[src/rtl/tach_pkg.sv]
package tach_pkg;
  localparam int DEB_W   = 2;
  localparam int MODE_W  = 2;
  localparam int EXP_W   = 4;

  typedef enum logic [MODE_W-1:0] {
    EDGE_FALL    = 2'd0,
    EDGE_RISE    = 2'd1,
    EDGE_ANY     = 2'd2,
    EDGE_ANY_ALT = 2'd3
  } edge_mode_e;

  // filter length: code 0 is the longest, code 3 disables filtering
  function automatic logic [DEB_W-1:0] filt_len(input logic [DEB_W-1:0] code);
    return {DEB_W{1'b1}} - code;
  endfunction
endpackage

[src/rtl/tach_input_cond.sv]
module tach_input_cond
  import tach_pkg::*;
(
  input  logic             clk,
  input  logic             rst_n,
  input  logic             tach_in,
  input  logic [DEB_W-1:0] deb_code,
  output logic             raw_lvl,
  output logic             deb_lvl
);
  logic             sync1_q, sync2_q;
  logic             deb_q, deb_d;
  logic [DEB_W-1:0] run_q, run_d;
  logic [DEB_W-1:0] need;

  assign need = filt_len(deb_code);

  always_comb begin
    deb_d = deb_q;
    run_d = run_q;
    if (sync2_q == deb_q) begin
      run_d = '0;
    end else if (run_q >= need) begin
      deb_d = sync2_q;
      run_d = '0;
    end else begin
      run_d = run_q + 1'b1;
    end
  end

  always_ff @(posedge clk or negedge rst_n) begin
    if (!rst_n) begin
      sync1_q <= 1'b0;
      sync2_q <= 1'b0;
      deb_q   <= 1'b0;
      run_q   <= '0;
    end else begin
      sync1_q <= tach_in;
      sync2_q <= sync1_q;
      deb_q   <= deb_d;
      run_q   <= run_d;
    end
  end

  assign raw_lvl = sync2_q;
  assign deb_lvl = deb_q;
endmodule

[src/rtl/tach_prescaler.sv]
module tach_prescaler
  import tach_pkg::*;
#(
  parameter int MAX_EXP = 11
) (
  input  logic             clk,
  input  logic             rst_n,
  input  logic             run,
  input  logic             restart,
  input  logic [EXP_W-1:0] exp_code,
  output logic             tick
);
  localparam int DIV_W = 2 * MAX_EXP;

  logic [EXP_W-1:0] exp_eff;
  logic [EXP_W:0]   shamt;
  logic [DIV_W-1:0] lim;
  logic [DIV_W-1:0] pre_q, pre_d;

  always_comb begin
    exp_eff = (exp_code > EXP_W'(MAX_EXP)) ? EXP_W'(MAX_EXP) : exp_code;
    shamt   = {exp_eff, 1'b0};
    // 4^n - 1; wraps to all ones when the shift equals the width
    lim     = (DIV_W'(1) << shamt) - 1'b1;
  end

  assign tick = run && (pre_q >= lim);

  always_comb begin
    if (!run || restart || tick) pre_d = '0;
    else                         pre_d = pre_q + 1'b1;
  end

  always_ff @(posedge clk or negedge rst_n) begin
    if (!rst_n) pre_q <= '0;
    else        pre_q <= pre_d;
  end
endmodule

[src/rtl/tach_interval.sv]
module tach_interval
  import tach_pkg::*;
#(
  parameter int CNT_W = 20
) (
  input  logic              clk,
  input  logic              rst_n,
  input  logic              enable,
  input  logic              deb_lvl,
  input  logic [MODE_W-1:0] edge_sel,
  input  logic              tick,
  output logic              sel_edge,
  output logic              cap_fire,
  output logic [CNT_W-1:0]  cap_val,
  output logic [CNT_W-1:0]  value,
  output logic              full,
  output logic              upd
);
  localparam logic [CNT_W-1:0] CNT_MAX = {CNT_W{1'b1}};

  edge_mode_e       mode;
  logic             prev_q;
  logic             rise, fall;
  logic             armed_q, armed_d;
  logic             full_q, full_d;
  logic             upd_q, upd_d;
  logic [CNT_W-1:0] cnt_q, cnt_d;
  logic [CNT_W-1:0] val_q, val_d;

  assign mode = edge_mode_e'(edge_sel);
  assign rise = deb_lvl & ~prev_q;
  assign fall = ~deb_lvl & prev_q;

  always_comb begin
    unique case (mode)
      EDGE_FALL: sel_edge = fall;
      EDGE_RISE: sel_edge = rise;
      default:   sel_edge = rise | fall;
    endcase
  end

  // ticks counted so far plus the tick of this cycle, saturating
  assign cap_val  = (cnt_q == CNT_MAX) ? CNT_MAX : cnt_q + CNT_W'(tick);
  assign cap_fire = enable && sel_edge && armed_q;

  always_comb begin
    armed_d = armed_q;
    full_d  = full_q;
    cnt_d   = cnt_q;
    val_d   = val_q;
    upd_d   = 1'b0;
    if (!enable) begin
      armed_d = 1'b0;
      full_d  = 1'b0;
      cnt_d   = '0;
    end else if (sel_edge) begin
      armed_d = 1'b1;
      cnt_d   = '0;
      if (armed_q) begin
        val_d  = cap_val;
        full_d = 1'b1;
        upd_d  = 1'b1;
      end
    end else if (tick && cnt_q != CNT_MAX) begin
      cnt_d = cnt_q + 1'b1;
    end
  end

  always_ff @(posedge clk or negedge rst_n) begin
    if (!rst_n) begin
      prev_q  <= 1'b0;
      armed_q <= 1'b0;
      full_q  <= 1'b0;
      upd_q   <= 1'b0;
      cnt_q   <= '0;
      val_q   <= '0;
    end else begin
      prev_q  <= deb_lvl;
      armed_q <= armed_d;
      full_q  <= full_d;
      upd_q   <= upd_d;
      cnt_q   <= cnt_d;
      val_q   <= val_d;
    end
  end

  assign value = val_q;
  assign full  = full_q;
  assign upd   = upd_q;
endmodule

[src/rtl/tach_limit_irq.sv]
module tach_limit_irq #(
  parameter int CNT_W = 20
) (
  input  logic             clk,
  input  logic             rst_n,
  input  logic             cap_fire,
  input  logic [CNT_W-1:0] cap_val,
  input  logic [CNT_W-1:0] threshold,
  input  logic             inv_limit,
  input  logic             irq_en,
  input  logic             irq_clr,
  output logic             irq_sts
);
  logic hit;
  logic sts_q, sts_d;

  assign hit = inv_limit ? (cap_val < threshold) : (cap_val > threshold);

  always_comb begin
    sts_d = sts_q;
    if (irq_clr)                    sts_d = 1'b0;
    if (cap_fire && hit && irq_en)  sts_d = 1'b1;
  end

  always_ff @(posedge clk or negedge rst_n) begin
    if (!rst_n) sts_q <= 1'b0;
    else        sts_q <= sts_d;
  end

  assign irq_sts = sts_q;
endmodule

[src/rtl/fan_tach_meter.sv]
module fan_tach_meter
  import tach_pkg::*;
#(
  parameter int CNT_W   = 20,
  parameter int MAX_EXP = 11
) (
  input  logic             clk,
  input  logic             rst_n,
  input  logic             tach_in,
  input  logic             enable,
  input  logic [1:0]       deb_code,
  input  logic [1:0]       edge_sel,
  input  logic [3:0]       div_exp,
  input  logic [CNT_W-1:0] threshold,
  input  logic             inv_limit,
  input  logic             irq_en,
  input  logic             irq_clr,
  output logic [CNT_W-1:0] value,
  output logic             full_meas,
  output logic             value_upd,
  output logic             raw_level,
  output logic             deb_level,
  output logic             irq_sts
);
  logic             deb_w;
  logic             tick_w;
  logic             edge_w;
  logic             fire_w;
  logic [CNT_W-1:0] cap_w;

  tach_input_cond u_cond (
    .clk      (clk),
    .rst_n    (rst_n),
    .tach_in  (tach_in),
    .deb_code (deb_code),
    .raw_lvl  (raw_level),
    .deb_lvl  (deb_w)
  );

  tach_prescaler #(.MAX_EXP(MAX_EXP)) u_pre (
    .clk      (clk),
    .rst_n    (rst_n),
    .run      (enable),
    .restart  (edge_w),
    .exp_code (div_exp),
    .tick     (tick_w)
  );

  tach_interval #(.CNT_W(CNT_W)) u_ivl (
    .clk      (clk),
    .rst_n    (rst_n),
    .enable   (enable),
    .deb_lvl  (deb_w),
    .edge_sel (edge_sel),
    .tick     (tick_w),
    .sel_edge (edge_w),
    .cap_fire (fire_w),
    .cap_val  (cap_w),
    .value    (value),
    .full     (full_meas),
    .upd      (value_upd)
  );

  tach_limit_irq #(.CNT_W(CNT_W)) u_irq (
    .clk       (clk),
    .rst_n     (rst_n),
    .cap_fire  (fire_w),
    .cap_val   (cap_w),
    .threshold (threshold),
    .inv_limit (inv_limit),
    .irq_en    (irq_en),
    .irq_clr   (irq_clr),
    .irq_sts   (irq_sts)
  );

  assign deb_level = deb_w;
endmodule

[config.mk]
export PLATFORM = sky130hd
export DESIGN_NAME = fan_tach_meter
export DESIGN_NICKNAME = d
export VERILOG_FILES = /design/src/rtl/tach_pkg.sv /design/src/rtl/tach_input_cond.sv /design/src/rtl/tach_prescaler.sv /design/src/rtl/tach_interval.sv /design/src/rtl/tach_limit_irq.sv /design/src/rtl/fan_tach_meter.sv
export SDC_FILE = /design/constraint.sdc
export NUM_CORES = 1
export LEC_CHECK = 0
export ABC_CLOCK_PERIOD_IN_PS = 5600
export BUFFER_PORTS_ARGS = -buffer_cell sky130_fd_sc_hd__buf_2
export CAP_MARGIN = 20
export CORE_MARGIN = 8
export CORE_UTILIZATION = 59
export DETAILED_ROUTE_END_ITERATION = 8
export GPL_ROUTABILITY_DRIVEN = 0
export PLACE_DENSITY_LB_ADDON = 0.08
export SLEW_MARGIN = 20
export SYNTH_ARGS = -nofsm -noshare
export SYNTH_HDL_FRONTEND = slang
export SYNTH_SLANG_ARGS = --single-unit
[constraint.sdc]
create_clock -name clk -period 5.6 [get_ports clk]
set_clock_uncertainty 0.05 [all_clocks]
set_input_delay 0.56 -clock clk [delete_from_list [all_inputs] [get_ports clk]]
set_output_delay 0.56 -clock clk [all_outputs]
set_load 0.02 [all_outputs]
==> metrics.txt, run 1 <==
run status=finished clean; fraction of the cycle the final worst path needs=96.7%; number of I/O pins=60; part of the Yosys area used for sequential elements=37.5%; critical path launch point=div_exp[3]; total chip power=1640 µW; number of pins with negative max-slew slack in the final report=0; path type of the worst min-delay path=in2reg; number of different library cells in the post-synthesis netlist=51; die boundary width=106 µm; proportion of register bits with asynchronous set or reset after synthesis=100%; Setup TNS=0 ns; global-route wire length before repair=18900 µm; CTS clock-pin slew for the worst setup and hold paths=0.07 ns; arrival time reported for the critical path endpoint=5.60 ns; top cell type by total area after synthesis=sky130_fd_sc_hd__dfrtp_1; Max H-tree Level=3; CP max stage delay=0.36 ns; Fill cells=593; number of enable-type register cells in the synthesized netlist=0; largest net degree at the start of global routing=73; deepest clock path buffer count=2; share of power burned in registers=40.7%; total die area=0.0113 mm²; CTS tree=built; minimum clock period after layout=5.41 ns; leakage power figure=0.00284 µW; post-route antenna net violation count=0; leading post-synthesis cells by cell area=sky130_fd_sc_hd__dfrtp_1, sky130_fd_sc_hd__ha_1, sky130_fd_sc_hd__nor2_1; Worst path slowest cell=sky130_fd_sc_hd__nor4_2; DRC violation total after the first TritonRoute iteration=147; max capacitance violation total=0; Worst R2R Setup Slack=1.04 ns; number of antenna violations at the first check in global routing=0; sw frac=33.1%; Post-layout nets=717; Layout Utilization=73.1%; clk sink count=72; largest fanout on the critical path=5; post-synth net total=637; crit path to=u_irq.irq_sts; Worst-Margin Slew=0.916 ns; Critical Path Sink Type=flip-flop; ratio of cells with drive above 1 in the final layout=23.0%; pwr dens=278 mW/mm²; Mapped Area=0.00481 mm²; vias in the first global route=4162; aggregate global routing overflow=0; crit start category=input pin; peak clock frequency supported by timing=185 MHz; Site Rows=33; largest delay contributor family on the critical path=simple AND/OR/NAND/NOR gates; setup repair after global routing missed its margin=yes; clock latency at the later pin of the worst-skew pair=0.36 ns; synthesized instance count=551; detailed-route DRC error count=0; Critical Setup Path Class=in2reg; ANT cells=0; Final Setup Violations=0; growth of design area from synthesis to finish=22.5%; Total Routing Usage GR=20.2%; number of warnings issued by yosys=0; FF-to-FF Start=u_pre.pre_q[17]; Core Area=0.00805 mm²; Pint=1100 µW; required time at the worst-slack endpoint=5.79 ns; Post-synth top cells=sky130_fd_sc_hd__nor2_1, sky130_fd_sc_hd__dfrtp_1, sky130_fd_sc_hd__nand2_1, sky130_fd_sc_hd__ha_1, sky130_fd_sc_hd__inv_1; vias post-DR=4207; top-count cell post-synth=sky130_fd_sc_hd__nor2_1; sum of routed wire length over all layers=11700 µm; IO buf count=59; Reg2Reg Capture Point=u_irq.irq_sts; hold violation total from the final report=0; synthesized area per cell=8.73 µm²; cts-stage hold buffer count=0; stages on the worst setup path=29; vertical die dimension=106 µm; total iterations of the first detailed-routing run=4; worst hold margin=0.260 ns; routed vias/inst=5.68; Primary FF master, synth=sky130_fd_sc_hd__dfrtp_1; portion of total power attributed to combinational logic=27.3%; part of the total power dissipated in the clock network=32.0%; number of buffers created by CTS=9; Detail Placement HPWL=8310 µm; Synth Register Bits=72; IR Drop Worst-Case VDD=0.150 mV; sum of buffers and inverters on the critical path=3; worst reg2reg path depth=22; Slew HR=38.9%; Psw=542 µW; post-synth top area share=37.5%; WL per Instance=15.8 µm; initial core utilization=59.7%; CTS root buf=sky130_fd_sc_hd__clkbuf_8
## sequential cells by signal (all words and copies together), names as in the netlist
register	cells
u_ivl.prev_q	1
u_ivl.upd	1
u_cond.sync1_q	1
u_ivl.cnt_q	20
u_irq.irq_sts	1
u_ivl.full	1
u_cond.run_q	2
u_cond.deb_lvl	1
u_pre.pre_q	22
u_ivl.armed_q	1
u_cond.raw_lvl	1
u_ivl.value	20
## final cells by class
cell class	count	area [µm²]	area share, %
Tap cell	105	131	2.23
Clock buffer	11	151	2.57
Multi-Input combinational cell	420	2980	50.6
Inverter	34	128	2.17
Sequential cell	72	1800	30.6
Timing Repair Buffer	94	596	10.1
Clock inverter	5	103	1.74
## kinds of logic (layout without fill, tap and decap cells)
family          after synthesis  count (layout)  share of synthesized area (%)
mux                           3               3                          0.676
xor+xnor                     48              48                           8.74
fa+ha+maj                    51              51                           13.3
simple gates                218             218                           22.0
flops                        72              72                           37.5
compound gates              100             100                           12.9
buf+inv                      59             144                           4.99
## worst reg2reg max path, cell delays in order (launching register included)
cell                       delay, ns
sky130_fd_sc_hd__dfrtp_1        0.44
sky130_fd_sc_hd__ha_1           0.34
sky130_fd_sc_hd__nand4_1        0.16
sky130_fd_sc_hd__nor4_2         0.33
sky130_fd_sc_hd__a222oi_1       0.16
sky130_fd_sc_hd__or3b_4         0.27
sky130_fd_sc_hd__nor2_4         0.04
sky130_fd_sc_hd__nor2_4         0.12
sky130_fd_sc_hd__ha_4           0.17
sky130_fd_sc_hd__nand3_4        0.07
sky130_fd_sc_hd__or2_4          0.27
sky130_fd_sc_hd__nor2_4         0.10
sky130_fd_sc_hd__buf_6          0.11
sky130_fd_sc_hd__nand2_1        0.08
sky130_fd_sc_hd__xor2_2         0.18
sky130_fd_sc_hd__nand2_1        0.12
sky130_fd_sc_hd__ha_4           0.33
sky130_fd_sc_hd__and4_1         0.21
sky130_fd_sc_hd__nand4_1        0.16
sky130_fd_sc_hd__buf_4          0.18
sky130_fd_sc_hd__o211ai_1       0.20
sky130_fd_sc_hd__mux2i_1        0.23
sky130_fd_sc_hd__o22ai_1        0.10
## worst min-delay path by stage
stage / cells after the start / endpoint / slack (ns) / from
after floorplan: 0 / u_cond.deb_lvl / 0.21 / rst_n
after global placement: 0 / u_cond.raw_lvl / 0.28 / u_cond.sync1_q
after detailed placement: 0 / u_cond.raw_lvl / 0.29 / u_cond.sync1_q
after CTS: 1 / u_cond.sync1_q / 0.25 / tach_in
after global routing: 1 / u_cond.sync1_q / 0.25 / tach_in
final: 1 / u_cond.sync1_q / 0.26 / tach_in
## power by group through the flow
stage	Clock, µW	Sequential (µW)	Combinational, µW
2_1_floorplan	0	764	193
3_5_place_dp	0	678	436
4_1_cts	535	667	438
3_3_place_gp	0	670	428
5_1_grt	551	679	498
6_report	524	667	447
## cell usage in the layout, fill, tap and decap left out, types with 2 or more instances in the layout
| master | instances |
|---|---|
| sky130_fd_sc_hd__or2_1 | 2 |
| sky130_fd_sc_hd__or3_1 | 11 |
| sky130_fd_sc_hd__nor2_1 | 67 |
| sky130_fd_sc_hd__nand3_1 | 21 |
| sky130_fd_sc_hd__or2_2 | 2 |
| sky130_fd_sc_hd__nor2_4 | 5 |
| sky130_fd_sc_hd__o21a_1 | 3 |
| sky130_fd_sc_hd__nor4_1 | 2 |
| sky130_fd_sc_hd__xnor2_2 | 2 |
| sky130_fd_sc_hd__a21o_1 | 3 |
| sky130_fd_sc_hd__nand2_1 | 55 |
| sky130_fd_sc_hd__inv_1 | 33 |
| sky130_fd_sc_hd__buf_4 | 33 |
| sky130_fd_sc_hd__or2_4 | 2 |
| sky130_fd_sc_hd__nor3_1 | 2 |
| sky130_fd_sc_hd__buf_2 | 57 |
| sky130_fd_sc_hd__mux2_2 | 2 |
| sky130_fd_sc_hd__buf_6 | 2 |
| sky130_fd_sc_hd__o31ai_1 | 6 |
| sky130_fd_sc_hd__a21oi_1 | 31 |
| sky130_fd_sc_hd__a211oi_1 | 2 |
| sky130_fd_sc_hd__nand4_1 | 9 |
| sky130_fd_sc_hd__ha_4 | 6 |
| sky130_fd_sc_hd__dfrtp_1 | 72 |
| sky130_fd_sc_hd__and4_1 | 8 |
| sky130_fd_sc_hd__clkbuf_8 | 11 |
| sky130_fd_sc_hd__and3_1 | 8 |
| sky130_fd_sc_hd__o21ai_1 | 10 |
| sky130_fd_sc_hd__xor2_1 | 30 |
| sky130_fd_sc_hd__nand2b_1 | 2 |
| sky130_fd_sc_hd__o21ai_0 | 10 |
| sky130_fd_sc_hd__xnor2_1 | 15 |
| sky130_fd_sc_hd__and2_1 | 2 |
| sky130_fd_sc_hd__or4_1 | 4 |
| sky130_fd_sc_hd__a31oi_1 | 19 |
| sky130_fd_sc_hd__nand3_4 | 3 |
| sky130_fd_sc_hd__ha_1 | 44 |
| sky130_fd_sc_hd__bufinv_16 | 3 |
| sky130_fd_sc_hd__o211ai_1 | 7 |
## layer usage
layer	GRT usage, %	wire (µm)	vias up
met4	10.1	359	0
met3	4.54	697	29
met5	0	0	-
met2	35.3	5950	120
li1	-	-	2077
met1	22.7	4710	1981
## metrics by stage
stage               worst slack, ns  cell area [µm²]  instances
floorplan                    0.0237             4830        551
global placement             0.0114             5360        718
detailed placement           -0.272             5360        718
CTS                          0.0724             5610        734
global route                -0.0916             5890        741
finish                        0.187             5890        741
## repair_timing
item / CTS / global route
resized for setup: 0 / 38
setup buffers: 0 / 6
endpoints found under the setup margin: 0 / 1
Power figures use the tool's default switching activity.
==> inputs of run 2 (changes only) <==
- ABC_CLOCK_PERIOD_IN_PS: 5600 -> 6800
- CORE_UTILIZATION: 59 -> 63
- PLACE_DENSITY: not set -> 0.9
- PLACE_DENSITY_LB_ADDON: 0.08 -> not set
- clock period: 5.6 -> 6.8 ns (I/O delays scaled with it)
==> run 2 against run 1 <==
Against the previous run: utilization decreased by 2.8 points; die area decreased by 5.4%; wire length decreased by 7.6%; global-route usage increased by 1.6 points.
==> metrics.txt, run 2 (synthesis results as in run 1) <==
run status=finished clean; post-route antenna net violation count=0 (unchanged); Setup TNS=0 ns (unchanged); number of buffers created by CTS=9 (unchanged); sum of met2 wire segment lengths after detailed routing=5280 µm (-11%); number of antenna violations at the first check in global routing=0 (unchanged); Worst-Margin Slew=0.963 ns (+0.0475 ns); routed vias/inst=5.87 (+3.4%); clk sink count=72 (unchanged); worst setup slack before clock tree synthesis=0.183 ns (+0.456 ns); arrival time reported for the critical path endpoint=6.45 ns (+0.85 ns); final setup margin=0.535 ns (+0.348 ns); path type of the worst min-delay path=reg2reg; Slew HR=35.4% (-3.6 points); aggregate global routing overflow=0 (unchanged); fraction of the cycle the final worst path needs=92.1%; cts-stage hold buffer count=0 (unchanged); required time at the worst-slack endpoint=6.99 ns (+1.20 ns); CTS root buf=sky130_fd_sc_hd__clkbuf_8; crit start category=input pin; CP max stage delay=0.39 ns (+0.03 ns); Crit path top cell by count=sky130_fd_sc_hd__ha_1; peak clock frequency supported by timing=160 MHz; number of pins with negative max-slew slack in the final report=0 (unchanged); hold violation total from the final report=0 (unchanged); register area=0.00180 mm² (unchanged); vertical die dimension=103 µm (-2.7%); largest fanout on the critical path=17 (+12); ANT cells=0 (unchanged); Max H-tree Level=3 (unchanged); IO buf count=59 (unchanged); Metal-1 WL=4490 µm (-4.5%); Site Rows=32 (-3.0%); minimum clock period after layout=6.26 ns; CTS clock-pin slew for the worst setup and hold paths=0.08 ns (about the same); global-route wire length before repair=18400 µm (-2.6%); Core Area=0.00757 mm² (-6.0%); IR Drop Worst-Case VDD=0.128 mV (-14%); leakage power figure=0.00264 µW (-7.0%); detailed-route DRC error count=0 (unchanged); total iterations of the first detailed-routing run=6 (+2); Final Setup Violations=0 (unchanged); vias in the first global route=4155 (-0.17%); WL per Instance=15.3 µm (-2.9%); most used cells in the layout excluding fill and tap cells=sky130_fd_sc_hd__nor2_1, sky130_fd_sc_hd__dfrtp_1, sky130_fd_sc_hd__buf_2; number of I/O pins=60 (unchanged); Detail Placement HPWL=8280 µm (-0.33%); clock latency at the later pin of the worst-skew pair=0.36 ns (about the same); ratio of cells with drive above 1 in the final layout=14.6% (-8.4 points); growth of design area from synthesis to finish=10.6%; sum of buffers and inverters on the critical path=1 (-2); Layout Utilization=70.3% (-2.8 points); total die area=0.0107 mm² (-5.4%); Critical Path Sink Type=flip-flop; Biggest register=u_pre.pre_q; DRC violation total after the first TritonRoute iteration=180 (+22%); combined area of the multi-input logic cells=0.00277 mm² (-6.9%); uppermost layer routed=met4; pwr dens=229 mW/mm² (-18%); max reg flops=22 (unchanged); largest delay contributor family on the critical path=simple AND/OR/NAND/NOR gates; CTS tree=built; Worst path slowest cell=sky130_fd_sc_hd__nor4_1; leading cell type in the layout, fill and taps excluded=sky130_fd_sc_hd__nor2_1; Critical Setup Path Class=in2reg; Post-layout nets=685 (-4.5%); die boundary width=103 µm (-2.7%); initial core utilization=63.6% (+3.8 points); routed wl met3=713 µm (+2.3%); deepest clock path buffer count=2 (unchanged); max capacitance violation total=0 (unchanged); vias post-DR=4140 (-1.6%); Fill cells=579 (-2.4%); Total Routing Usage GR=21.8% (+1.6 points); sum of routed wire length over all layers=10800 µm (-7.6%); setup repair after global routing missed its margin=no; largest net degree at the start of global routing=73 (unchanged)
==> run 2: cell count changes in the layout (fill, tap and decap cells not counted), moves of 5 or more <==
cell | previous run | this run
sky130_fd_sc_hd__buf_4 | 33 | 3
sky130_fd_sc_hd__nor2_1 | 67 | 73
sky130_fd_sc_hd__nor2_4 | 5 | 0
sky130_fd_sc_hd__ha_1 | 44 | 51
sky130_fd_sc_hd__ha_4 | 6 | 0
==> run 2: per-stage QoR <==
step	hold slack [ns]	instances	area [µm²]	total power, µW
floorplan	0.281	551	4810	787
global placement	0.288	690	5140	900
CTS	0.302	705	5320	1230
detailed placement	0.285	690	5140	918
finish	0.301	705	5320	1220
global route	0.308	705	5320	1290
==> run 2: cell type report <==
cell class,count,share of cell area [%]
clock inverter,3,0.329
sequential,72,33.9
tap,102,2.40
clock buffer,12,2.92
timing repair buffer,62,5.97
inverter,34,2.40
multi-input combinational,420,52.1
==> run 2: per-layer routing <==
layer | vias to the layer above | GRT usage, %
met1 | 1958 | 25.3
met5 | - | 0
met3 | 28 | 3.88
li1 | 2015 | -
met2 | 139 | 37.4
met4 | 0 | 11.7
==> run 2: repair_timing <==
action,CTS,global route
setup buffers,0,0
resized for setup,0,1
endpoints found under the setup margin,0,1
==> run 2: worst register-to-register path: stages (launching register included) <==
cell and delay [ns]:
sky130_fd_sc_hd__dfrtp_1 0.43, sky130_fd_sc_hd__ha_1 0.34, sky130_fd_sc_hd__nand4_1 0.16, sky130_fd_sc_hd__nor4_1 0.39, sky130_fd_sc_hd__a222oi_1 0.16, sky130_fd_sc_hd__or3b_1 0.20
sky130_fd_sc_hd__nor2_1 0.07, sky130_fd_sc_hd__nor2_1 0.09, sky130_fd_sc_hd__ha_1 0.17, sky130_fd_sc_hd__ha_1 0.20, sky130_fd_sc_hd__nand3_1 0.18, sky130_fd_sc_hd__or2_2 0.36
sky130_fd_sc_hd__nor2_1 0.20, sky130_fd_sc_hd__nand3_1 0.12, sky130_fd_sc_hd__xor2_1 0.20, sky130_fd_sc_hd__nand2_1 0.08, sky130_fd_sc_hd__ha_1 0.29, sky130_fd_sc_hd__and2_0 0.16
sky130_fd_sc_hd__nand4_1 0.12, sky130_fd_sc_hd__nor2_1 0.07, sky130_fd_sc_hd__a221oi_1 0.29, sky130_fd_sc_hd__o211ai_1 0.17, sky130_fd_sc_hd__mux2i_1 0.19, sky130_fd_sc_hd__o22ai_1 0.09
==> run 2: worst paths after layout <==
kind	from	to	slack, ns	cells after the start
hold / removal	u_cond.sync1_q	u_cond.raw_lvl	0.30	0
setup reg to reg	u_pre.pre_q[20]	u_irq.irq_sts	1.93	23
max in group asynchronous	rst_n	u_cond.sync1_q	5.63	2
hold reg to reg	u_cond.sync1_q	u_cond.raw_lvl	0.30	0
setup / recovery	div_exp[3]	u_irq.irq_sts	0.54	30
min in group asynchronous	rst_n	u_pre.pre_q[12]	0.47	2
==> run 2: where the power goes <==
part	switching (µW)	internal, µW	leakage, µW
Sequential	46.1	503	0.000955
Combinational	231	126	0.00159
Clock	163	149	0.0000882
Total	439	778	0.00264
